`src/rtl/refsel_pkg.sv`:
```
package refsel_pkg;
   localparam int unsigned REFSEL_MAX_INPUTS = 15;
   typedef enum logic {
      SEL_FORCED = 1'b0,
      SEL_AUTO   = 1'b1
   } sel_mode_e;
endpackage

```
`src/rtl/refsel_qualify.sv`:
```
module refsel_qualify #(
   parameter int unsigned NUM_IN = 14,
   parameter int unsigned PRIO_W = 4
) (
   input  logic [NUM_IN-1:0]        mon_ok,
   input  logic [NUM_IN-1:0]        lock_allow,
   input  logic [NUM_IN*PRIO_W-1:0] prio_flat,
   output logic [NUM_IN-1:0]        qual,
   output logic [NUM_IN-1:0]        cand
);
   generate
      for (genvar g = 0; g < NUM_IN; g++) begin : g_in
         logic [PRIO_W-1:0] rank;
         assign rank    = prio_flat[g*PRIO_W +: PRIO_W];
         assign qual[g] = mon_ok[g] & lock_allow[g];
         assign cand[g] = qual[g] & (rank != '0);
      end
   endgenerate
endmodule

```
`src/rtl/refsel_rank.sv`:
```
module refsel_rank #(
   parameter int unsigned NUM_IN = 14,
   parameter int unsigned PRIO_W = 4,
   parameter int unsigned IDX_W  = 4
) (
   input  logic [NUM_IN-1:0]        cand,
   input  logic [NUM_IN*PRIO_W-1:0] prio_flat,
   output logic                     win_valid,
   output logic [IDX_W-1:0]         win_idx
);
   logic [NUM_IN:0]   chain_v;
   logic [PRIO_W-1:0] chain_p [NUM_IN+1];
   logic [IDX_W-1:0]  chain_i [NUM_IN+1];

   assign chain_v[0] = 1'b0;
   assign chain_p[0] = '1;
   assign chain_i[0] = '0;

   generate
      for (genvar g = 0; g < NUM_IN; g++) begin : g_stage
         logic [PRIO_W-1:0] rank;
         logic              take;
         assign rank = prio_flat[g*PRIO_W +: PRIO_W];
         // strict compare: an equal rank never displaces a lower index
         assign take = cand[g] & (~chain_v[g] | (rank < chain_p[g]));
         assign chain_v[g+1] = chain_v[g] | cand[g];
         assign chain_p[g+1] = take ? rank : chain_p[g];
         assign chain_i[g+1] = take ? IDX_W'(g + 1) : chain_i[g];
      end
   endgenerate

   assign win_valid = chain_v[NUM_IN];
   assign win_idx   = chain_i[NUM_IN];
endmodule

```
`src/rtl/refsel_forced_dec.sv`:
```
module refsel_forced_dec #(
   parameter int unsigned NUM_IN = 14,
   parameter int unsigned IDX_W  = 4
) (
   input  logic [IDX_W-1:0] code_a,
   input  logic [IDX_W-1:0] code_b,
   input  logic             path_b,
   output logic             f_valid,
   output logic [IDX_W-1:0] f_idx
);
   logic [IDX_W-1:0] code;
   assign code    = path_b ? code_b : code_a;
   assign f_idx   = code;
   assign f_valid = (code != '0) && (code <= IDX_W'(NUM_IN));
endmodule

```
`src/rtl/refclk_selector.sv`:
```
module refclk_selector
   import refsel_pkg::*;
#(
   parameter int unsigned NUM_IN = 14,
   parameter int unsigned PRIO_W = 4,
   localparam int unsigned IDX_W = $clog2(NUM_IN + 1)
) (
   input  logic                     clk,
   input  logic                     rst_n,
   input  logic                     mode_auto,
   input  logic                     path_b_sel,
   input  logic [IDX_W-1:0]         force_code_a,
   input  logic [IDX_W-1:0]         force_code_b,
   input  logic [NUM_IN-1:0]        mon_ok,
   input  logic [NUM_IN-1:0]        lock_allow,
   input  logic [NUM_IN*PRIO_W-1:0] prio_flat,
   output logic [IDX_W-1:0]         sel_idx,
   output logic                     sel_valid,
   output logic [NUM_IN-1:0]        qual_vec
);
   generate
      if (NUM_IN < 1 || NUM_IN > REFSEL_MAX_INPUTS) begin : g_bad_count
         $error("refclk_selector: NUM_IN out of supported range");
      end
      if (PRIO_W < 1) begin : g_bad_prio
         $error("refclk_selector: PRIO_W must be at least 1");
      end
   endgenerate

   sel_mode_e         mode;
   logic [NUM_IN-1:0] qual_c;
   logic [NUM_IN-1:0] cand_c;
   logic              a_valid;
   logic [IDX_W-1:0]  a_idx;
   logic              f_valid;
   logic [IDX_W-1:0]  f_idx;
   logic              nxt_valid;
   logic [IDX_W-1:0]  nxt_idx;

   assign mode = sel_mode_e'(mode_auto);

   refsel_qualify #(.NUM_IN(NUM_IN), .PRIO_W(PRIO_W)) qual_i (
      .mon_ok(mon_ok), .lock_allow(lock_allow), .prio_flat(prio_flat),
      .qual(qual_c), .cand(cand_c)
   );

   refsel_rank #(.NUM_IN(NUM_IN), .PRIO_W(PRIO_W), .IDX_W(IDX_W)) rank_i (
      .cand(cand_c), .prio_flat(prio_flat),
      .win_valid(a_valid), .win_idx(a_idx)
   );

   refsel_forced_dec #(.NUM_IN(NUM_IN), .IDX_W(IDX_W)) force_i (
      .code_a(force_code_a), .code_b(force_code_b), .path_b(path_b_sel),
      .f_valid(f_valid), .f_idx(f_idx)
   );

   always_comb begin
      if (mode == SEL_AUTO) begin
         nxt_valid = a_valid;
         nxt_idx   = a_idx;
      end else begin
         nxt_valid = f_valid;
         nxt_idx   = f_idx;
      end
   end

   always_ff @(posedge clk or negedge rst_n) begin
      if (!rst_n) begin
         sel_idx   <= '0;
         sel_valid <= 1'b0;
         qual_vec  <= '0;
      end else begin
         qual_vec  <= qual_c;
         sel_valid <= nxt_valid;
         if (nxt_valid) sel_idx <= nxt_idx;
      end
   end

   assert_qual_track_R2: assert property (@(posedge clk) disable iff (!rst_n)
      1'b1 |=> (qual_vec == $past(mon_ok & lock_allow)));

   assert_forced_pick_R3: assert property (@(posedge clk) disable iff (!rst_n)
      (!mode_auto && !path_b_sel && force_code_a != '0 && force_code_a <= IDX_W'(NUM_IN))
      |=> (sel_valid && sel_idx == $past(force_code_a)));

   assert_hold_on_invalid_R8: assert property (@(posedge clk) disable iff (!rst_n)
      !sel_valid |-> $stable(sel_idx));

   assert_auto_candidate_R5: assert property (@(posedge clk) disable iff (!rst_n)
      ($past(mode_auto) && sel_valid)
      |-> (sel_idx != '0 && ((($past(cand_c)) >> (sel_idx - 1'b1)) & NUM_IN'(1)) != '0));

   assert_idx_in_range_R6: assert property (@(posedge clk) disable iff (!rst_n)
      sel_valid |-> (sel_idx != '0 && sel_idx <= IDX_W'(NUM_IN)));
endmodule

```
`config.mk`:
```
export PLATFORM = sky130hd
export DESIGN_NAME = refclk_selector
export DESIGN_NICKNAME = d
export VERILOG_FILES = /design/src/rtl/refsel_pkg.sv /design/src/rtl/refsel_qualify.sv /design/src/rtl/refsel_rank.sv /design/src/rtl/refsel_forced_dec.sv /design/src/rtl/refclk_selector.sv
export SDC_FILE = /design/constraint.sdc
export NUM_CORES = 1
export LEC_CHECK = 0
export BUFFER_PORTS_ARGS = -buffer_cell sky130_fd_sc_hd__buf_4
export CAP_MARGIN = 15
export CORE_MARGIN = 3
export CORE_UTILIZATION = 50
export DETAILED_ROUTE_END_ITERATION = 16
export PLACE_DENSITY = 0.76
export RECOVER_POWER = 100
export SLEW_MARGIN = 20
export SYNTH_ARGS = -nofsm -noshare
export SYNTH_HDL_FRONTEND = slang
export SYNTH_SLANG_ARGS = --single-unit
export TNS_END_PERCENT = 20
```
`constraint.sdc`:
```
create_clock -name clk -period 3.2 [get_ports clk]
set_clock_uncertainty 0.2 [all_clocks]
set_input_delay 0 -clock clk [delete_from_list [all_inputs] [get_ports clk]]
set_output_delay 0 -clock clk [all_outputs]
set_load 0.03 [all_outputs]
```
==> metrics.txt, run 1 <==
status aborted with a tool error; Halt Stage clock tree synthesis; Err [ERROR DPL-0038] Utilization greater than 100%, impossible to legalize; mean post-synth cell area 7.54 um2; EDFF count, synth 0; Die Height 100 um; starting density of the core 52.7%; post-CTS sizing 51; Netlist cell types 112; CTS root buffer clkbuf_8; clock net sink count 19; buffer levels on the longest clock path 2; cells after synthesis a little under 600; Placement Setup Slack -15.60 ns; GP Congestion 1.02; placed cells 1063; post-synthesis sequential area ratio 10.7%; Async SR Flop Fraction 100%; Post-CTS Setup Inserts 65; num rows 33; main flop type after synthesis dfrtp_1; Top-Level Pins ~120; cts hold-fix bufs 19; I/O Buffers 114; Post-Syn Area 4440 um2; die width 100 um; DP Wirelength 16400 um; Clock H-tree levels 1; post-synthesis net count roughly 700; yosys warns 0; CTS buffer count 3; Yosys reg bits 19
## cells in the mapped netlist, types with 5 or more instances
cell	number	area (um2)
and2_1	15	93.8
nor2_1	49	184
mux2i_1	14	140
or2_2	7	43.8
a21o_1	12	90.1
o21ai_0	32	160
inv_1	43	161
dfrtp_1	19	475
o21ai_1	5	25.0
o21a_1	6	45.0
o22ai_1	9	56.3
ha_1	17	213
or3_1	8	50.1
nand3_1	19	95.1
nor3_1	18	90.1
a21oi_1	39	195
and3_1	8	50.1
a31oi_1	12	75.1
nand2_1	51	191
a211oi_1	6	45.0
nand2b_1	9	56.3
nor4_1	7	43.8
o41ai_1	12	105
o211ai_1	13	97.6
mux2_2	10	113
a211o_1	5	43.8
## kinds of logic after synthesis
| group | share of synthesized area (%) |
|---|---|
| compound gates | 43.2 |
| buf+inv | 6.40 |
| flops | 10.7 |
| xor+xnor | 0.197 |
| mux | 6.76 |
| fa+ha+maj | 5.02 |
| simple gates | 27.8 |
## per-stage QoR
stage | utilization (%) | cell area (um2)
global placement | 90.3 | 7600
detailed placement | 90.3 | 7600
floorplan | - | 4740
==> run 2: changes to the inputs <==
--- a/config.mk
+++ b/config.mk
@@ -8,9 +8,9 @@
 export BUFFER_PORTS_ARGS = -buffer_cell sky130_fd_sc_hd__buf_4
 export CAP_MARGIN = 15
 export CORE_MARGIN = 3
-export CORE_UTILIZATION = 50
+export CORE_UTILIZATION = 35
 export DETAILED_ROUTE_END_ITERATION = 16
-export PLACE_DENSITY = 0.76
+export PLACE_DENSITY_LB_ADDON = 0.15
 export RECOVER_POWER = 100
 export SLEW_MARGIN = 20
 export SYNTH_ARGS = -nofsm -noshare
==> run 2 against run 1 <==
The flow now finishes, with violations (setup timing). Synthesized cell count unchanged. Area after synthesis unchanged.
==> metrics.txt, run 2 <==
nets 1131; RSZ-0062 raised after global routing true; most frequent cells after synthesis 51 x nand2_1, 49 x nor2_1, 43 x inv_1; EDFF count, synth 0; Top-Level Pins 115; type of the worst min-delay path input port to flop; Post-Syn Area 4440 um2; yosys warns 0; post-synthesis net count approximately 700; CTS root buffer clkbuf_16; Setup crit start prio_flat[0]; largest net degree at the start of global routing 20; CORE AREA 12200 um2; most frequent cells in the layout 392 x buf_4, 41 x nor2_1, 38 x nand2_1, 34 x inv_1, 33 x a21oi_1; worst setup path category input port to flop; DP Wirelength about 15000 um; Async SR Flop Fraction 100%; DR WL/cell 15.8 um; global-route wire length before repair 29500 um; CP startpoint kind input port; clock net sink count 19; hold path start force_code_a[2]; LEAKAGE 3.86 nW; biggest regs qual_vec (14), sel_idx (4), sel_valid (1); top-area cell type share of the netlist area between 10 and 15%; number of max-cap violations 0; status complete, but fails checks; mean post-synth cell area between 7 and 8 um2; top-count cell post-synth nand2_1; Yosys reg bits 19; worst vdd ir 0.000206 V; initial antenna violation count 0; area grow syn2layout 89.9%; commonest non-fill, non-tap cell in the layout buf_4; Die Height 119 um; slowest stage delay, CP 0.55 ns; failing checks setup timing; post-synthesis sequential area ratio 10.7%; Ant. Diodes 0; WP data arrival 18.00 ns; die width 119 um; Final Hold Violating Endpoints 0; Tcrit/Tclk final 563%; R2R Path Start sel_idx[0]; buffer levels on the longest clock path 2; via count 6490; GP Congestion between 0.9 and 1; initial drt markers about 400; Worst Setup Slack, final -14.83 ns; Clock H-tree levels 1; main flop type after synthesis dfrtp_1; Worst Path Max Fanout 4; num rows 40; grt ovf 0; post-DR vias/cell 5.48; drt drc 0; Fmax achieved 55.5 MHz; Reg clk slew, reported paths 0.07 ns; fin crit period around 18 ns; Power Density 401 nW/um2; cells after synthesis a little under 600; Placement Cell Area 7730 um2; GRT Overall Usage 24.3%; Antenna Violating Nets Remaining 0; vias in the first global route 6459; Worst slew margin around 6.9%; share of layout cells above drive strength 1 between 50% and 60%; CP most frequent cell ha_4; CTS tree yes; starting density of the core 36.4%; Setup TNS Final -60.75 ns; latest clock arrival within the worst-skew pair 0.27 ns; Data required, critical path 3.18 ns; Synth area leader dfrtp_1; 1st-pass router iterations 5; CP Capture Type flop; Tightest Pin Transition 1.40 ns; Final setup viols 5; I/O Buffers 114; Area contributors post-synth dfrtp_1 11%, ha_1 4.8%, a21oi_1 4.4%; CTS buffer count 3; slowest library cell on the worst path or4_4; Design Area, Final 8430 um2; max reg flops 14; Detailed Route WL roughly 19000 um; Netlist cell types 112; Largest Register qual_vec; area of the die 14100 um2; Final Max Slew Viols 0
[run 2: cell counts after synthesis]
No cell type changed its count.
[run 2: path summary, 6_finish.rpt]
path / endpoint / slack, ns / cells after the start
min: sel_idx[2] / 0.03 / 5
min reg2reg: sel_idx[2] / 0.38 / 2
max: sel_idx[1] / -14.83 / 111
max in group asynchronous: qual_vec[10] / 1.48 / 3
max reg2reg: sel_idx[0] / 2.12 / 2
min in group asynchronous: qual_vec[1] / 0.50 / 3
[run 2: logic make-up after synthesis]
kind of cell	Yosys count	share of synthesized area, %
buffers and inverters	55	6.40
and+or+nand+nor	230	27.8
xor gates and xnor gates	1	0.197
AOI/OAI and AO/OA	239	43.2
adders and majority gates	18	5.02
DFF	19	10.7
muxes	27	6.76
[run 2: repair_timing]
| item | CTS | global route |
|---|---|---|
| resized for setup | 13 | 50 |
| gates cloned | 0 | 0 |
| pin swaps | 4 | 81 |
| endpoints found under the hold margin | 34 | 0 |
| buffers inserted | 0 | 29 |
| setup endpoints to repair | 5 | 5 |
| hold buffers | 19 | 0 |
[run 2: layer usage]
metal | vias up | GRT usage, % | routed length (um)
met5 | - | 0 | 0
li1 | 3164 | - | -
met4 | 0 | 6.59 | 348
met3 | 31 | 1.34 | 693
met1 | 3130 | 29.8 | 7860
met2 | 165 | 45.6 | 9850
[run 2: critical path, delay by kind of cell]
family / cells / cell delay, ns
AND/OR/NAND/NOR: 35 / 4.52
buffers and inverters: 12 / 0.85
multiplexers: 6 / 1.59
adder cells (fa/ha/maj): 13 / 3.08
AO/OA/AOI/OAI: 45 / 7.95
[run 2: power by group]
group | switching, mW | total [mW] | internal (mW)
clock network | 0.123 | 0.294 | 0.170
registers | 0.0156 | 0.287 | 0.272
logic | 1.34 | 2.80 | 1.46
[run 2: layout make-up]
cell class              instances  area, um2
repair buffers                436       3240
clock inverters                 1       7.51
multi-input cells             515       4260
inverters                      43        164
well taps                     168        210
flip-flops and latches         19        475
fillers                      1024       3780
clock buffers                   3       75.1
[run 2: per-stage QoR]
step           worst slack (ns)  cells  power (mW)  hold slack, ns  util (%)
2_1_floorplan            -14.95    589        1.71          -0.496         -
4_1_cts                  -14.45   1156        3.14         0.00264      66.1
3_3_place_gp             -14.29   1133        2.73          -0.283      63.3
6_report                 -14.83   1185        3.38          0.0318      69.0
3_5_place_dp             -14.88   1133        2.79          -0.277      63.3
5_1_grt                  -15.88   1185        3.64           0.109      69.0
No activity file was read; power rests on OpenSTA's default activity.
==> run 3: changes to the inputs <==
==> constraint.sdc (replaced) <==
create_clock -name clk -period 20 [get_ports clk]
set_clock_uncertainty 0.2 [all_clocks]
set_input_delay 0 -clock clk [delete_from_list [all_inputs] [get_ports clk]]
set_output_delay 0 -clock clk [all_outputs]
set_load 0.03 [all_outputs]
==> run 3 against run 2 <==
Critical path type unchanged. Via count shrank 11%. Sequential power down 84%. Global-route usage shrank 2.7 points. Critical endpoint unchanged. Largest cell class unchanged. Power shrank 86%. Worst hold slack better by 0.051 ns. The flow now finishes without violations.
==> metrics.txt, run 3 (synthesis gave the netlist of run 2 again) <==
Worst Path Max Fanout 6; num rows 40; Placement Setup Slack 0.0972 ns; worst path bufs/invs 15; Worst Hold Depth 5; worst setup path category input port to flop; Top-Level Pins between 100 and 150; post-DR vias/cell roughly 5.7; CTS tree yes; Final Hold Violating Endpoints 0; Final Max Slew Viols 0; Largest Register qual_vec; GRT Overall Usage a little over a fifth; clock net sink count 19; Fmax achieved 53.3 MHz; status finished, final reports clean; Core Util, Final between 50% and 60%; CP Depth approximately 120; LEAKAGE 2.94 nW; global-route wire length before repair approximately 26000 um; vias in the first global route 5617; Design Area, Final 6730 um2; Data required, critical path around 20 ns; die width 119 um; biggest regs qual_vec (14), sel_idx (4), sel_valid (1); grt ovf 0; DP Wirelength 12800 um; Antenna Violating Nets Remaining 0; via count approximately 5800; most frequent cells in the layout 201 x buf_4, 47 x nor2_1, 44 x nand2_1, 43 x inv_1, 36 x a21oi_1; Finished Layout Cells 1003; drt drc 0; starting density of the core a little over a third; placed cells 955; worst vdd ir ~0.000046 V; Worst slew margin 9.20%; slowest library cell on the worst path or4_4; latest clock arrival within the worst-skew pair between 0.2 and 0.3 ns; slowest stage delay, CP 0.54 ns; area of the die 14100 um2; commonest non-fill, non-tap cell in the layout buf_4; largest net degree at the start of global routing 20; Top Family by Delay on Critical Path compound AO/OA/AOI/OAI gates; initial drt markers approximately 330; CTS buffer count 3; CORE AREA approximately 12000 um2; initial antenna violation count 0; number of max-cap violations 0; max reg flops 14; share of layout cells above drive strength 1 38.1%; CTS root buffer clkbuf_16; Worst Setup Slack, final 1.23 ns; Reg clk slew, reported paths 0.07 ns; Tcrit/Tclk final 93.8%; fin crit period 18.77 ns; Tightest Pin Transition 1.36 ns; WP data arrival about 19 ns; Fin Hold WS 0.0830 ns; GP Congestion 0.888; Detailed Route WL 16100 um; Clock H-tree levels 1; DR WL/cell 16.1 um; type of the worst min-delay path input port to flop; nets 949; Power Density approximately 68 nW/um2; Die Height 119 um; area grow syn2layout 51.5%; buffer levels on the longest clock path 2; Placement Cell Area a little over 6000 um2; CP Capture Type flop; Ant. Diodes 0; I/O Buffers roughly 110; worst r2r path cells 2; 1st-pass router iterations 5; CP startpoint kind input port; Final setup viols 0
-- run 3: per-stage QoR --
step,setup TNS [ns],power [mW]
floorplan,0,0.248
detailed placement,0,0.383
finish,0,0.458
CTS,0,0.435
global route,-0.196,0.496
global placement,0,0.378
-- run 3: power by group --
| group | switching (mW) | internal, mW |
|---|---|---|
| logic | 0.184 | 0.181 |
| clock network | 0.0187 | 0.0270 |
| registers | 0.00346 | 0.0435 |
-- run 3: final cells by class --
| type | count | area [um2] |
|---|---|---|
| clock buffers | 3 | 75.1 |
| clock inverters | 1 | 5.00 |
| fillers | 1217 | 5490 |
| inverters | 43 | 161 |
| multi-input cells | 515 | 3890 |
| flip-flops and latches | 19 | 475 |
| well taps | 168 | 210 |
| repair buffers | 254 | 1910 |
-- run 3: worst min-delay path, stage by stage --
cell	delay [ns]
buf_4	0.08
mux2i_1	0.09
nand3_1	0.09
o21ai_0	0.10
a31oi_1	0.14
-- run 3: repair_timing --
item                                    CTS  global route
buffers inserted                          0            15
hold endpoints to repair                 36             0
gates resized for setup                   0            47
endpoints found under the setup margin    0             4
hold buffers                             29             0
-- run 3: path summary, 6_finish.rpt --
path | to | from | slack [ns]
setup reg to reg | sel_idx[0] | sel_idx[0] | 18.92
hold reg to reg | sel_idx[0] | sel_idx[0] | 0.44
hold / removal | sel_idx[3] | force_code_a[3] | 0.08
setup / recovery | sel_idx[1] | prio_flat[0] | 1.23
min in group asynchronous | qual_vec[1] | rst_n | 0.38
max in group asynchronous | sel_idx[2] | rst_n | 18.42
-- run 3: per-layer routing --
layer	share of wire, %	vias up	global-route usage [%]
li1	-	2815	-
met1	44	2700	27.6
met2	48	205	37.1
met3	5.5	34	3.06
met4	2.5	0	6.95
met5	0	-	0
